**src/rtl/swb_pkg.sv**
```systemverilog
package swb_pkg;

    typedef enum logic [1:0] {
        PH_IDLE  = 2'd0,
        PH_HELD  = 2'd1,
        PH_WRITE = 2'd2
    } swb_phase_e;

    function automatic logic swb_is_free(input swb_phase_e ph);
        return ph == PH_IDLE;
    endfunction

endpackage

```
**src/rtl/swb_load_scan.sv**
```systemverilog
module swb_load_scan
#(
    parameter int LOADS  = 4,
    parameter int LINE_W = 12,
    parameter int AGE_W  = 8,
    parameter int CYC_W  = 16
)
(
    input  logic [LINE_W-1:0]             line_i,
    input  logic [AGE_W-1:0]              age_i,
    input  logic [LOADS-1:0]              ld_valid_i,
    input  logic [LOADS-1:0][LINE_W-1:0]  ld_line_i,
    input  logic [LOADS-1:0][AGE_W-1:0]   ld_age_i,
    input  logic [LOADS-1:0][CYC_W-1:0]   ld_done_i,
    input  logic [LOADS-1:0]              ld_wait_i,
    output logic                          older_hit_o,
    output logic [CYC_W-1:0]              older_done_o,
    output logic [LOADS-1:0]              kill_o
);

    logic [LOADS-1:0] same_line;
    logic [LOADS-1:0] is_older;

    for (genvar i = 0; i < LOADS; i++) begin : g_match
        assign same_line[i] = ld_valid_i[i] && (ld_line_i[i] == line_i);
        assign is_older[i]  = same_line[i] && (ld_age_i[i] < age_i);
        assign kill_o[i]    = same_line[i] && !is_older[i] && !ld_wait_i[i];
    end

    always_comb begin
        older_hit_o  = 1'b0;
        older_done_o = '0;
        for (int i = 0; i < LOADS; i++) begin
            if (is_older[i]) begin
                older_hit_o = 1'b1;
                if (ld_done_i[i] > older_done_o) begin
                    older_done_o = ld_done_i[i];
                end
            end
        end
    end

endmodule

```
**src/rtl/swb_pick.sv**
```systemverilog
module swb_pick
#(
    parameter int ENTRIES = 4,
    parameter int CYC_W   = 16,
    parameter int SLOT_W  = 2
)
(
    input  logic [ENTRIES-1:0]            free_i,
    input  logic [ENTRIES-1:0][CYC_W-1:0] done_i,
    output logic                          has_free_o,
    output logic [SLOT_W-1:0]             slot_o,
    output logic                          has_mark_o,
    output logic [CYC_W-1:0]              mark_o
);

    always_comb begin
        has_free_o = 1'b0;
        slot_o     = '0;
        for (int i = ENTRIES - 1; i >= 0; i--) begin
            if (free_i[i]) begin
                has_free_o = 1'b1;
                slot_o     = SLOT_W'(i);
            end
        end
    end

    always_comb begin
        has_mark_o = 1'b0;
        mark_o     = '0;
        for (int i = 0; i < ENTRIES; i++) begin
            if (!free_i[i] && (done_i[i] != '0)) begin
                if (!has_mark_o || (done_i[i] < mark_o)) begin
                    mark_o = done_i[i];
                end
                has_mark_o = 1'b1;
            end
        end
    end

endmodule

```
**src/rtl/swb_entry.sv**
```systemverilog
module swb_entry
    import swb_pkg::*;
#(
    parameter int LINE_W = 12,
    parameter int AGE_W  = 8,
    parameter int CYC_W  = 16,
    parameter int WR_LAT = 6
)
(
    input  logic              clk,
    input  logic              rst,
    input  logic [CYC_W-1:0]  cyc_i,
    input  logic              load_i,
    input  logic [LINE_W-1:0] load_line_i,
    input  logic [AGE_W-1:0]  load_age_i,
    input  swb_phase_e        load_phase_i,
    input  logic [CYC_W-1:0]  load_done_i,
    input  logic              upd_i,
    input  swb_phase_e        upd_phase_i,
    input  logic [CYC_W-1:0]  upd_done_i,
    input  logic              drop_i,
    output swb_phase_e        phase_o,
    output logic [LINE_W-1:0] line_o,
    output logic [AGE_W-1:0]  age_o,
    output logic [CYC_W-1:0]  done_o
);

    swb_phase_e        phase_q;
    logic [LINE_W-1:0] line_q;
    logic [AGE_W-1:0]  age_q;
    logic [CYC_W-1:0]  done_q;
    logic              write_over;

    assign write_over = (phase_q == PH_WRITE) && (done_q <= cyc_i);

    always_ff @(posedge clk) begin
        if (rst) begin
            phase_q <= PH_IDLE;
            line_q  <= '0;
            age_q   <= '0;
            done_q  <= '0;
        end else if (drop_i) begin
            phase_q <= PH_IDLE;
            done_q  <= '0;
        end else if (load_i) begin
            phase_q <= load_phase_i;
            line_q  <= load_line_i;
            age_q   <= load_age_i;
            done_q  <= load_done_i;
        end else if (upd_i) begin
            phase_q <= upd_phase_i;
            done_q  <= upd_done_i;
        end else if (write_over) begin
            phase_q <= PH_IDLE;
            done_q  <= '0;
        end
    end

    assign phase_o = phase_q;
    assign line_o  = line_q;
    assign age_o   = age_q;
    assign done_o  = done_q;

    AST_ALLOC_ONLY_IDLE: assert property (@(posedge clk) disable iff (rst)
        load_i |-> phase_q == PH_IDLE);

    AST_WRITE_STAYS: assert property (@(posedge clk) disable iff (rst)
        (phase_q == PH_WRITE) && (done_q > cyc_i) && !drop_i |=> phase_q == PH_WRITE);

    AST_WRITE_TIME: assert property (@(posedge clk) disable iff (rst)
        (phase_q == PH_WRITE) && ($past(phase_q) != PH_WRITE)
            |-> done_q == $past(cyc_i) + CYC_W'(WR_LAT));

endmodule

```
**src/rtl/store_order_buffer.sv**
```systemverilog
module store_order_buffer
    import swb_pkg::*;
#(
    parameter int ENTRIES = 4,
    parameter int LOADS   = 4,
    parameter int LINE_W  = 12,
    parameter int AGE_W   = 8,
    parameter int CYC_W   = 16,
    parameter int WR_LAT  = 6,
    localparam int SLOT_W = (ENTRIES > 1) ? $clog2(ENTRIES) : 1
)
(
    input  logic                      clk,
    input  logic                      rst,
    input  logic [CYC_W-1:0]          cyc_i,
    input  logic                      st_req_i,
    input  logic [LINE_W-1:0]         st_line_i,
    input  logic [AGE_W-1:0]          st_age_i,
    input  logic                      st_spec_i,
    output logic                      st_ok_o,
    output logic [SLOT_W-1:0]         st_slot_o,
    output logic signed [CYC_W:0]     st_delay_o,
    input  logic                      cm_req_i,
    input  logic [SLOT_W-1:0]         cm_slot_i,
    output logic                      cm_ok_o,
    output logic signed [CYC_W:0]     cm_delay_o,
    input  logic                      rb_req_i,
    input  logic [SLOT_W-1:0]         rb_slot_i,
    input  logic [LOADS-1:0]          ld_valid_i,
    input  logic [LOADS*LINE_W-1:0]   ld_line_i,
    input  logic [LOADS*AGE_W-1:0]    ld_age_i,
    input  logic [LOADS*CYC_W-1:0]    ld_done_i,
    input  logic [LOADS-1:0]          ld_wait_i,
    output logic [LOADS-1:0]          cancel_o
);

    function automatic logic [CYC_W-1:0] ahead(input logic [CYC_W-1:0] tgt,
                                               input logic [CYC_W-1:0] now);
        return (tgt > now) ? (tgt - now) : '0;
    endfunction

    // load table, unpacked to per-load fields
    logic [LOADS-1:0][LINE_W-1:0] ld_line_a;
    logic [LOADS-1:0][AGE_W-1:0]  ld_age_a;
    logic [LOADS-1:0][CYC_W-1:0]  ld_done_a;

    assign ld_line_a = ld_line_i;
    assign ld_age_a  = ld_age_i;
    assign ld_done_a = ld_done_i;

    // entry state views
    swb_phase_e                   ent_phase [ENTRIES];
    logic [LINE_W-1:0]            ent_line  [ENTRIES];
    logic [AGE_W-1:0]             ent_age   [ENTRIES];
    logic [ENTRIES-1:0][CYC_W-1:0] ent_done;
    logic [ENTRIES-1:0]           ent_free;

    always_comb begin
        for (int e = 0; e < ENTRIES; e++) begin
            ent_free[e] = swb_is_free(ent_phase[e]);
        end
    end

    logic [CYC_W-1:0] wr_done;
    assign wr_done = cyc_i + CYC_W'(WR_LAT);

    // free slot and earliest recorded completion
    logic              has_free;
    logic [SLOT_W-1:0] free_slot;
    logic              has_mark;
    logic [CYC_W-1:0]  mark;

    swb_pick #(
        .ENTRIES (ENTRIES),
        .CYC_W   (CYC_W),
        .SLOT_W  (SLOT_W)
    ) u_pick (
        .free_i     (ent_free),
        .done_i     (ent_done),
        .has_free_o (has_free),
        .slot_o     (free_slot),
        .has_mark_o (has_mark),
        .mark_o     (mark)
    );

    // store port: scan the load table against the new store
    logic              st_hit;
    logic [CYC_W-1:0]  st_old_done;
    logic [LOADS-1:0]  st_kill;

    swb_load_scan #(
        .LOADS  (LOADS),
        .LINE_W (LINE_W),
        .AGE_W  (AGE_W),
        .CYC_W  (CYC_W)
    ) u_scan_store (
        .line_i       (st_line_i),
        .age_i        (st_age_i),
        .ld_valid_i   (ld_valid_i),
        .ld_line_i    (ld_line_a),
        .ld_age_i     (ld_age_a),
        .ld_done_i    (ld_done_a),
        .ld_wait_i    (ld_wait_i),
        .older_hit_o  (st_hit),
        .older_done_o (st_old_done),
        .kill_o       (st_kill)
    );

    swb_phase_e       alloc_phase;
    logic [CYC_W-1:0] alloc_done;
    logic             st_neg;
    logic [CYC_W-1:0] st_mag;

    assign st_ok_o   = st_req_i && has_free;
    assign st_slot_o = free_slot;
    assign cancel_o  = st_ok_o ? st_kill : '0;

    always_comb begin
        alloc_phase = PH_HELD;
        alloc_done  = '0;
        st_neg      = 1'b0;
        st_mag      = '0;
        if (!st_req_i) begin
            st_mag = '0;
        end else if (!has_free) begin
            st_neg = 1'b1;
            st_mag = has_mark ? ahead(mark, cyc_i) : CYC_W'(1);
        end else if (st_spec_i) begin
            alloc_phase = PH_HELD;
            alloc_done  = '0;
        end else if (st_hit) begin
            alloc_phase = PH_HELD;
            alloc_done  = st_old_done;
            st_mag      = ahead(st_old_done, cyc_i);
        end else begin
            alloc_phase = PH_WRITE;
            alloc_done  = wr_done;
        end
    end

    assign st_delay_o = st_neg ? -$signed({1'b0, st_mag}) : $signed({1'b0, st_mag});

    // commit port: select the addressed entry
    swb_phase_e        sel_phase;
    logic [LINE_W-1:0] sel_line;
    logic [AGE_W-1:0]  sel_age;

    always_comb begin
        sel_phase = PH_IDLE;
        sel_line  = '0;
        sel_age   = '0;
        for (int e = 0; e < ENTRIES; e++) begin
            if (SLOT_W'(e) == cm_slot_i) begin
                sel_phase = ent_phase[e];
                sel_line  = ent_line[e];
                sel_age   = ent_age[e];
            end
        end
    end

    logic              cm_hit;
    logic [CYC_W-1:0]  cm_old_done;
    logic [LOADS-1:0]  cm_kill_unused_mask;

    swb_load_scan #(
        .LOADS  (LOADS),
        .LINE_W (LINE_W),
        .AGE_W  (AGE_W),
        .CYC_W  (CYC_W)
    ) u_scan_commit (
        .line_i       (sel_line),
        .age_i        (sel_age),
        .ld_valid_i   (ld_valid_i),
        .ld_line_i    (ld_line_a),
        .ld_age_i     (ld_age_a),
        .ld_done_i    (ld_done_a),
        .ld_wait_i    (ld_wait_i),
        .older_hit_o  (cm_hit),
        .older_done_o (cm_old_done),
        .kill_o       (cm_kill_unused_mask)
    );

    logic             cm_blocked;
    logic             cm_upd;
    swb_phase_e       cm_upd_phase;
    logic [CYC_W-1:0] cm_upd_done;
    logic [CYC_W-1:0] cm_mag;

    assign cm_blocked = rb_req_i && (rb_slot_i == cm_slot_i);

    always_comb begin
        cm_ok_o      = 1'b0;
        cm_mag       = '0;
        cm_upd       = 1'b0;
        cm_upd_phase = PH_HELD;
        cm_upd_done  = '0;
        if (cm_req_i && !cm_blocked) begin
            case (sel_phase)
                PH_WRITE: begin
                    cm_ok_o = 1'b1;
                end
                PH_HELD: begin
                    cm_upd = 1'b1;
                    if (cm_hit) begin
                        cm_upd_phase = PH_HELD;
                        cm_upd_done  = cm_old_done;
                        cm_mag       = ahead(cm_old_done, cyc_i);
                    end else begin
                        cm_ok_o      = 1'b1;
                        cm_upd_phase = PH_WRITE;
                        cm_upd_done  = wr_done;
                    end
                end
                default: begin
                    cm_ok_o = 1'b0;
                end
            endcase
        end
    end

    assign cm_delay_o = $signed({1'b0, cm_mag});

    // entries
    for (genvar e = 0; e < ENTRIES; e++) begin : g_ent
        logic take_e;
        logic upd_e;
        logic drop_e;

        assign take_e = st_ok_o && (free_slot == SLOT_W'(e));
        assign upd_e  = cm_upd && (cm_slot_i == SLOT_W'(e));
        assign drop_e = rb_req_i && (rb_slot_i == SLOT_W'(e));

        swb_entry #(
            .LINE_W (LINE_W),
            .AGE_W  (AGE_W),
            .CYC_W  (CYC_W),
            .WR_LAT (WR_LAT)
        ) u_ent (
            .clk          (clk),
            .rst          (rst),
            .cyc_i        (cyc_i),
            .load_i       (take_e),
            .load_line_i  (st_line_i),
            .load_age_i   (st_age_i),
            .load_phase_i (alloc_phase),
            .load_done_i  (alloc_done),
            .upd_i        (upd_e),
            .upd_phase_i  (cm_upd_phase),
            .upd_done_i   (cm_upd_done),
            .drop_i       (drop_e),
            .phase_o      (ent_phase[e]),
            .line_o       (ent_line[e]),
            .age_o        (ent_age[e]),
            .done_o       (ent_done[e])
        );
    end

    AST_CANCEL_NEEDS_ALLOC: assert property (@(posedge clk) disable iff (rst)
        (cancel_o != '0) |-> st_ok_o);

    AST_REFUSED_NOT_POSITIVE: assert property (@(posedge clk) disable iff (rst)
        st_req_i && !st_ok_o |-> st_delay_o <= 0);

    AST_GRANT_NO_WAIT: assert property (@(posedge clk) disable iff (rst)
        cm_ok_o |-> cm_delay_o == 0);

    AST_ROLLBACK_WINS: assert property (@(posedge clk) disable iff (rst)
        cm_req_i && rb_req_i && (cm_slot_i == rb_slot_i) |-> !cm_ok_o);

endmodule

```
**config.mk**
```make
export PLATFORM = sky130hd
export DESIGN_NAME = store_order_buffer
export DESIGN_NICKNAME = d
export VERILOG_FILES = /design/src/rtl/swb_pkg.sv /design/src/rtl/swb_load_scan.sv /design/src/rtl/swb_pick.sv /design/src/rtl/swb_entry.sv /design/src/rtl/store_order_buffer.sv
export SDC_FILE = /design/constraint.sdc
export NUM_CORES = 1
export LEC_CHECK = 0
export BUFFER_PORTS_ARGS = -buffer_cell sky130_fd_sc_hd__buf_2
export CAP_MARGIN = 30
export CORE_MARGIN = 4
export CORE_UTILIZATION = 55
export CTS_CLUSTER_SIZE = 12
export DETAILED_ROUTE_END_ITERATION = 16
export GPL_TIMING_DRIVEN = 1
export PLACE_DENSITY = 0.79
export SYNTH_ARGS = -nofsm -noshare
export SYNTH_HDL_FRONTEND = slang
export SYNTH_SLANG_ARGS = --single-unit
export TNS_END_PERCENT = 5
```
**constraint.sdc**
```tcl
create_clock -name clk -period 18.8 [get_ports clk]
set_input_delay 3.76 -clock clk [delete_from_list [all_inputs] [get_ports clk]]
set_output_delay 3.76 -clock clk [all_outputs]
set_load 0.02 [all_outputs]
```
---- Word-level counts from Yosys, hierarchy flattened ----
Cells that the tools add are included.
storage, ports and cells
  register bits ........................... 152
  bits of input ports ..................... 198
  output and inout bits ................... 42
  word-level logic and storage cells ...... 278
cells by class
  add/sub/neg operators ................... 5
  magnitude comparators ................... 25
  eq/ne operators ......................... 27
  mux-type cells .......................... 112
  bitwise gates (word level) .............. 4
  reduce and logical (&&, ||, !) cells .... 89
operators with widths
  cell                     count
  $mux W16                 52
  $gt A16 B16 Y1           9
  $eq A12 B12 Y1           8
  $le A16 B16 Y1           4
  $lt A8 B8 Y1             8
  $reduce_bool A16 Y1      4
  $mux W2                  27
  $lt A16 B16 Y1           3
  $mux W12                 4
  $sub A16 B16 Y16         3
  $logic_and A1 B1 Y1      47
  $mux W8                  4
  $eq A2 B2 Y1 const B     11
  $mux W1                  22
  $mux W17                 1
  $neg A16 Y17             1
  $add A16 B3 Y16 const B  1
  $gt A16 B1 Y1 const B    1
  $logic_not A1 Y1         16
  $logic_not A2 Y1         7
  $reduce_bool A3 Y1       4
  $eq A2 B1 Y1 const B     4
  $reduce_and A2 Y1        4
  $reduce_or A2 Y1         4
  7 further kinds          13

---- Longest topological paths before layout ----
  depth in word-level cells ............... 23
  depth in mapped cells ................... 55
  depth with buffers taken out ............ 47

---- By module ----
From an unflattened synthesis, not the netlist that was laid out.
unflattened totals
  cell total of the unflattened synthesis .. 2706
  area total of the unflattened synthesis .. 20912.6 um^2
by module, submodules not included
  module                         times used  cells each  area each (um^2)  seq. area each (um^2)
  swb_entry                      4           234         1988.2            760.7
  store_order_buffer             1           652         4526.8            0.0
  swb_load_scan (u_scan_commit)  1           420         3230.6            0.0
  swb_load_scan (u_scan_store)   1           424         3225.6            0.0
  swb_pick                       1           274         1976.9            0.0

---- Worst setup path after synthesis ----
No wires, ideal clock.
  path type ............................... input-to-output
  start ................................... input port st_line_i[7]
  end ..................................... output port st_delay_o[6]
  arrival ................................. 15034 ps
  required time ........................... 15040 ps
  path slack .............................. 6 ps
  stages .................................. 50
  buffers on the path ..................... 8
  path through ............................ clkbuf_1 xnor2_1 nand4_1 or4_1 nor2_1 clkbuf_1 clkbuf_1 nand2_1 ha_1 a211o_1 o211ai_1 a21oi_1 nor3_1 clkbuf_1 o211ai_1 and2_1 ha_1 a21oi_1 [... 14 more ...] clkbuf_1 mux2i_1 ha_1 inv_1 fa_1 a211oi_1 o21ai_0 nand3_1 a221oi_1 o41ai_1 clkbuf_1 o21a_1 ha_1 o211ai_1 or4b_2 a21oi_1 o21ai_0 o21ai_0
between the ends
  cells in the longest elaborated chain, start to end .. 21
  elaborated cells between the ends (all ways) .. 35
  classes of those cells .................. 2 x add/sub; 4 x order compare; 4 x eq/ne; 17 x mux; 8 x reduce/logical
ends and longest elaborated chain
  item                                                RTL line                   source
  from (decl)                                         store_order_buffer.sv:17   input logic [LINE_W-1:0] st_line_i,
  $eq A12 B12 Y1                                      swb_load_scan.sv:25        assign same_line[i] = ld_valid_i[i] && (ld_line_i[i] == line_i);
  $logic_and A1 B1 Y1                                 swb_load_scan.sv:25
  $logic_and A1 B1 Y1                                 swb_load_scan.sv:26        assign is_older[i] = same_line[i] && (ld_age_i[i] < age_i);
  $mux W16                                            swb_load_scan.sv:34        if (is_older[i]) begin
  $gt A16 B16 Y1                                      swb_load_scan.sv:36        if (ld_done_i[i] > older_done_o) begin
  $mux W16                                            swb_load_scan.sv:36
  $mux W16                                            swb_load_scan.sv:34
  $gt A16 B16 Y1                                      swb_load_scan.sv:36
  [... 5 more ...]                                    n/a
  $sub A16 B16 Y16 or $gt A16 B16 Y1 (tied branches)  store_order_buffer.sv:39   return (tgt > now) ? (tgt - now) : '0;
  $mux W16                                            store_order_buffer.sv:39
  $mux W16 *                                          store_order_buffer.sv:131  end else if (st_hit) begin
  $mux W16 *                                          store_order_buffer.sv:128  end else if (st_spec_i) begin
  $mux W16 *                                          store_order_buffer.sv:125  end else if (!has_free) begin
  $mux W16 *                                          store_order_buffer.sv:123  if (!st_req_i) begin
  $neg A16 Y17                                        store_order_buffer.sv:141  assign st_delay_o = st_neg ? -$signed({1'b0, st_mag}) : $signed({1'b0, st_mag});
  $mux W17 *                                          store_order_buffer.sv:141
  to (decl)                                           store_order_buffer.sv:22   output logic signed [CYC_W:0] st_delay_o,
Every way passes the cells marked *; elsewhere a longest branch is shown, timed or not.

---- Worst setup path after layout ----
  start ................................... input port cm_slot_i[0]
  end ..................................... output port cm_delay_o[3]
between the ends
  cells in the longest elaborated chain, start to end .. 23
  elaborated cells between the ends (all ways) .. 57
  classes of those cells .................. 1 x add/sub; 8 x order compare; 9 x eq/ne; 27 x mux; 12 x reduce/logical
ends and longest elaborated chain
  item                                                                     RTL line                   source
  from (decl)                                                              store_order_buffer.sv:24   input logic [SLOT_W-1:0] cm_slot_i,
  parallel branches: the longest is 22 deep, another holds $gt A16 B16 Y1  n/a
  $mux W16 *                                                               store_order_buffer.sv:197  if (cm_req_i && !cm_blocked) begin
  to (decl)                                                                store_order_buffer.sv:26   output logic signed [CYC_W:0] cm_delay_o,
Every way passes the cells marked *.

==> results.txt <==
----------------------------------------------------
[GRT]
  Via count of the first global-routing pass ... 21.35k
  Overflow after GRT ... 0
  First-pass GRT wire length ... 127400 um
  GRT Resource Usage Total ... 0.4123
  Number of antenna violations at the first check in global routing ... 3
  Pin count of the biggest net entering global routing ... 81

[Timing]
  Highest achievable clock rate ... 0.05474 GHz
  Pins over their slew limit ... 0
  Setup repair after global routing missed its margin ... true
  Worst slew pin tran ... 1.187 ns
  Final Cycle Share ... 0.9717
  Hold slack ... 0.4570 ns
  Final Hold Fails ... 0
  Number of endpoints failing setup at the final stage ... 0
  Final sum of negative setup slack ... 0 ns
  Worst Skew ... 0.01286 ns
  Slew headroom ... 0.2012
  Minimum clock period ... 18.27 ns

[Route]
  Antenna Nets Post-Route ... 0
  Via density per instance ... 6.805
  Detailed-router iteration count before antenna repair ... 6
  DR WL/cell ... 25.57 um
  Wire length after detailed routing ... 85850 um
  Post-route DRC ... 0
  Violation count after the first detailed-route iteration ... 2542
  Routed vias ... 22.85k

[Placed design]
  Port buffer count ... 238
  Instance area after placement ... 0.02253 sq mm
  Post-DP HPWL ... 68440 um
  Global placement routability congestion ... 1.053
  Placed insts ... 3314

[Hold path]
  Tightest Hold Check Type ... reg2reg

[Power and ir drop]
  Standby leakage power ... 0.009865 uW
  Power Dens Cells ... 46.44 mW/mm^2
  VDD IR max ... 0.00007526 V

[Final layout]
  Final-stage net count ... 3385
  Area occupied by multi-input gates ... 0.01632 sq mm
  Cell Count, Final, Fillers Out ... 3357
  Share of cells above drive strength 1 ... 0.1865
  # fillers ... 3281
  Synthesis-to-finish area growth ... 14.63%
  Final Util ... 0.6369
  Area taken by flip-flops and latches ... 0.003043 sq mm
  Cell area after layout ... 0.02326 sq mm

[Worst setup path]
  Cell repeated most along the worst path ... sky130_fd_sc_hd__buf_4
  Critical path peak fanout ... 17
  Crit path buffers/inverters ... 12
  CP max stage cell ... sky130_fd_sc_hd__mux4_2
  Required time of the critical path ... 15.04 ns
  Largest stage delay on the critical path ... 0.55 ns
  Worst setup path category ... in2out
  Cell family with the largest share of critical-path delay ... compound AO/OA/AOI/OAI gates
  Kind of launch point of the worst setup path ... input port
  Crit. End Element ... output pin
  Critical path data arrival time ... 14.51 ns

[Logic synthesis]
  Number of synthesized register bits ... 152
  Count of yosys warnings during synthesis ... 0
  Mapped Area ... 0.02029 sq mm
  Main flop type after synthesis ... sky130_fd_sc_hd__dfxtp_1
  Share of the synthesized area in the top cell type ... 0.1930
  Largest cells by area after synthesis ... sky130_fd_sc_hd__ha_1 19%, sky130_fd_sc_hd__dfxtp_1 15%, sky130_fd_sc_hd__nand2_1 5.3%
  Share of async-settable or async-resettable flops after synthesis ... 0
  Avg Synthesized Cell Area ... 7.778 sq um
  Number of enable-type register cells in the synthesized netlist ... 0
  Synth unique cells ... 85
  Synthesized netlist cell count ... 2609
  Leading area contributor after synthesis ... sky130_fd_sc_hd__ha_1
  Post-Syn Nets ... 3123
  Share of synthesized area occupied by flip-flops and latches ... 0.1499

[Floorplan]
  Cell Rows ... 70
  Area of the core region ... 0.03652 sq mm
  Total Die Area ... 0.04003 sq mm
  I/O pin total ... 240
  Effective utilization at floorplan ... 0.5556
  Die boundary width ... 200.1 um
  Die height ... 200.1 um

[CTS]
  Number of buffers inserted during clock tree synthesis ... 17
  Clock tree from TritonCTS ... yes
  Clock latency on the worst-skew pair ... 0.44 ns
  Total number of H-tree levels ... 4
  Maximum buffer depth of the clock tree ... 2
  Clock Sink Count ... 152
  Clock transition time at the flip-flop clock pins of the worst setup and hold paths ... 0.06 ns
  Root buffer cell ... sky130_fd_sc_hd__clkbuf_16

[Status]
  Result of the run ... completed

[Run]
  Maximum capacitance violations ... 0

----------------------------------------------------
## cell usage after synthesis, types with 72 or more instances
master	n
sky130_fd_sc_hd__a21oi_1	172
sky130_fd_sc_hd__clkbuf_1	88
sky130_fd_sc_hd__dfxtp_1	152
sky130_fd_sc_hd__ha_1	313
sky130_fd_sc_hd__inv_1	161
sky130_fd_sc_hd__mux2i_1	91
sky130_fd_sc_hd__nand2_1	284
sky130_fd_sc_hd__nand3_1	72
sky130_fd_sc_hd__nand4_1	82
sky130_fd_sc_hd__nor2_1	172
sky130_fd_sc_hd__o21ai_0	117
sky130_fd_sc_hd__xnor2_1	120
## stage by stage
step	total power [uW]	setup slack [ns]
global route	1123	0.009443
CTS	1061	0.06206
floorplan	593.6	0.006066
detailed placement	733.7	-0.1207
finish	1080	0.5322
global placement	722.5	0.01038
## worst min-delay path: stages (launching register included)
cell                      delay (ns)
sky130_fd_sc_hd__dfxtp_1        0.31
sky130_fd_sc_hd__nand2_1        0.05
sky130_fd_sc_hd__a21oi_1        0.05
## power breakdown
part | leakage, uW | total (uW) | internal [uW] | switching (uW)
sequential | 0.00123 | 360 | 337 | 22.8
combinational | 0.00836 | 386 | 151 | 235
clock | 0.000272 | 334 | 176 | 158
## kinds of logic (layout without fill, tap and decap cells)
family,count (synthesis),after routing,synth area share
buffers and inverters,279,554,0.05463
other,1,6,0.0001848
AND/OR/NAND/NOR,873,873,0.2104
XOR/XNOR,154,154,0.06647
multiplexers,153,153,0.09279
adder cells (fa/ha/maj),316,316,0.1959
AO/OA/AOI/OAI,681,681,0.2296
flip-flops,152,152,0.1499
## layer usage
layer | vias up | share of wire | GRT usage
li1 | 10258 | - | -
met1 | 10881 | 0.42 | 0.5788
met2 | 1441 | 0.42 | 0.6265
met3 | 265 | 0.12 | 0.09416
met4 | 0 | 0.041 | 0.1386
met5 | - | 0 | 0
## cell type report
| cell class | instances | area share |
|---|---|---|
| diodes | 5 | 0.0005379 |
| clock buffers | 18 | 0.01888 |
| clock inverters | 14 | 0.004895 |
| inverters | 161 | 0.02598 |
| multi-input cells | 2178 | 0.7014 |
| flip-flops and latches | 152 | 0.1308 |
| well taps | 468 | 0.02517 |
| repair buffers | 361 | 0.09230 |
## cell usage in the layout (no fill, tap or decap), types with 22 or more instances in the layout
| cell | instances |
|---|---|
| sky130_fd_sc_hd__mux2i_1 | 89 |
| sky130_fd_sc_hd__a21o_1 | 49 |
| sky130_fd_sc_hd__nand2b_1 | 36 |
| sky130_fd_sc_hd__buf_2 | 238 |
| sky130_fd_sc_hd__and2_1 | 38 |
| sky130_fd_sc_hd__nor4_1 | 33 |
| sky130_fd_sc_hd__a2111oi_0 | 24 |
| sky130_fd_sc_hd__nor2_1 | 170 |
| sky130_fd_sc_hd__xor2_1 | 34 |
| sky130_fd_sc_hd__dfxtp_1 | 152 |
| sky130_fd_sc_hd__a31oi_1 | 46 |
| sky130_fd_sc_hd__mux2_2 | 37 |
| sky130_fd_sc_hd__nor2b_1 | 25 |
| sky130_fd_sc_hd__inv_1 | 161 |
| sky130_fd_sc_hd__mux4_2 | 22 |
| sky130_fd_sc_hd__o21a_1 | 24 |
| sky130_fd_sc_hd__o21ai_0 | 115 |
| sky130_fd_sc_hd__ha_1 | 313 |
| sky130_fd_sc_hd__a21oi_1 | 170 |
| sky130_fd_sc_hd__nand3_1 | 70 |
| sky130_fd_sc_hd__nand2_1 | 284 |
| sky130_fd_sc_hd__buf_4 | 118 |
| sky130_fd_sc_hd__o211ai_1 | 27 |
| sky130_fd_sc_hd__o221a_2 | 26 |
| sky130_fd_sc_hd__nor3_1 | 46 |
| sky130_fd_sc_hd__nand4_1 | 82 |
| sky130_fd_sc_hd__xnor2_1 | 120 |
## flip-flops by register name, summed over array words and instances, names as in the netlist
register             count
g_ent.u_ent.age_o       32
g_ent.u_ent.phase_o      8
g_ent.u_ent.done_o      64
g_ent.u_ent.line_o      48
## what timing repair did
| item | 4_1_cts | 5_1_grt |
|---|---|---|
| resized for setup | 1 | 27 |
| hold buffers | 0 | 0 |
| endpoints found under the setup margin | 3 | 32 |
| buffers inserted | 0 | 4 |
| pin swaps | 0 | 1 |
| hold endpoints to repair | 0 | 0 |
| gates cloned | 0 | 0 |
## final timing paths
| path | start | endpoint | slack, ns | cells past startpoint |
|---|---|---|---|---|
| worst max-delay path | cm_slot_i[0] | cm_delay_o[3] | 0.53 | 50 |
| worst min-delay path | g_ent[2].u_ent.line_o[0] | g_ent[2].u_ent.line_o[0] | 0.46 | 2 |
| worst max register to register | g_ent[3].u_ent.age_o[7] | g_ent[1].u_ent.done_o[4] | 9.52 | 42 |
| worst min register to register | g_ent[2].u_ent.line_o[0] | g_ent[2].u_ent.line_o[0] | 0.46 | 2 |
Power figures use the tool's default switching activity.
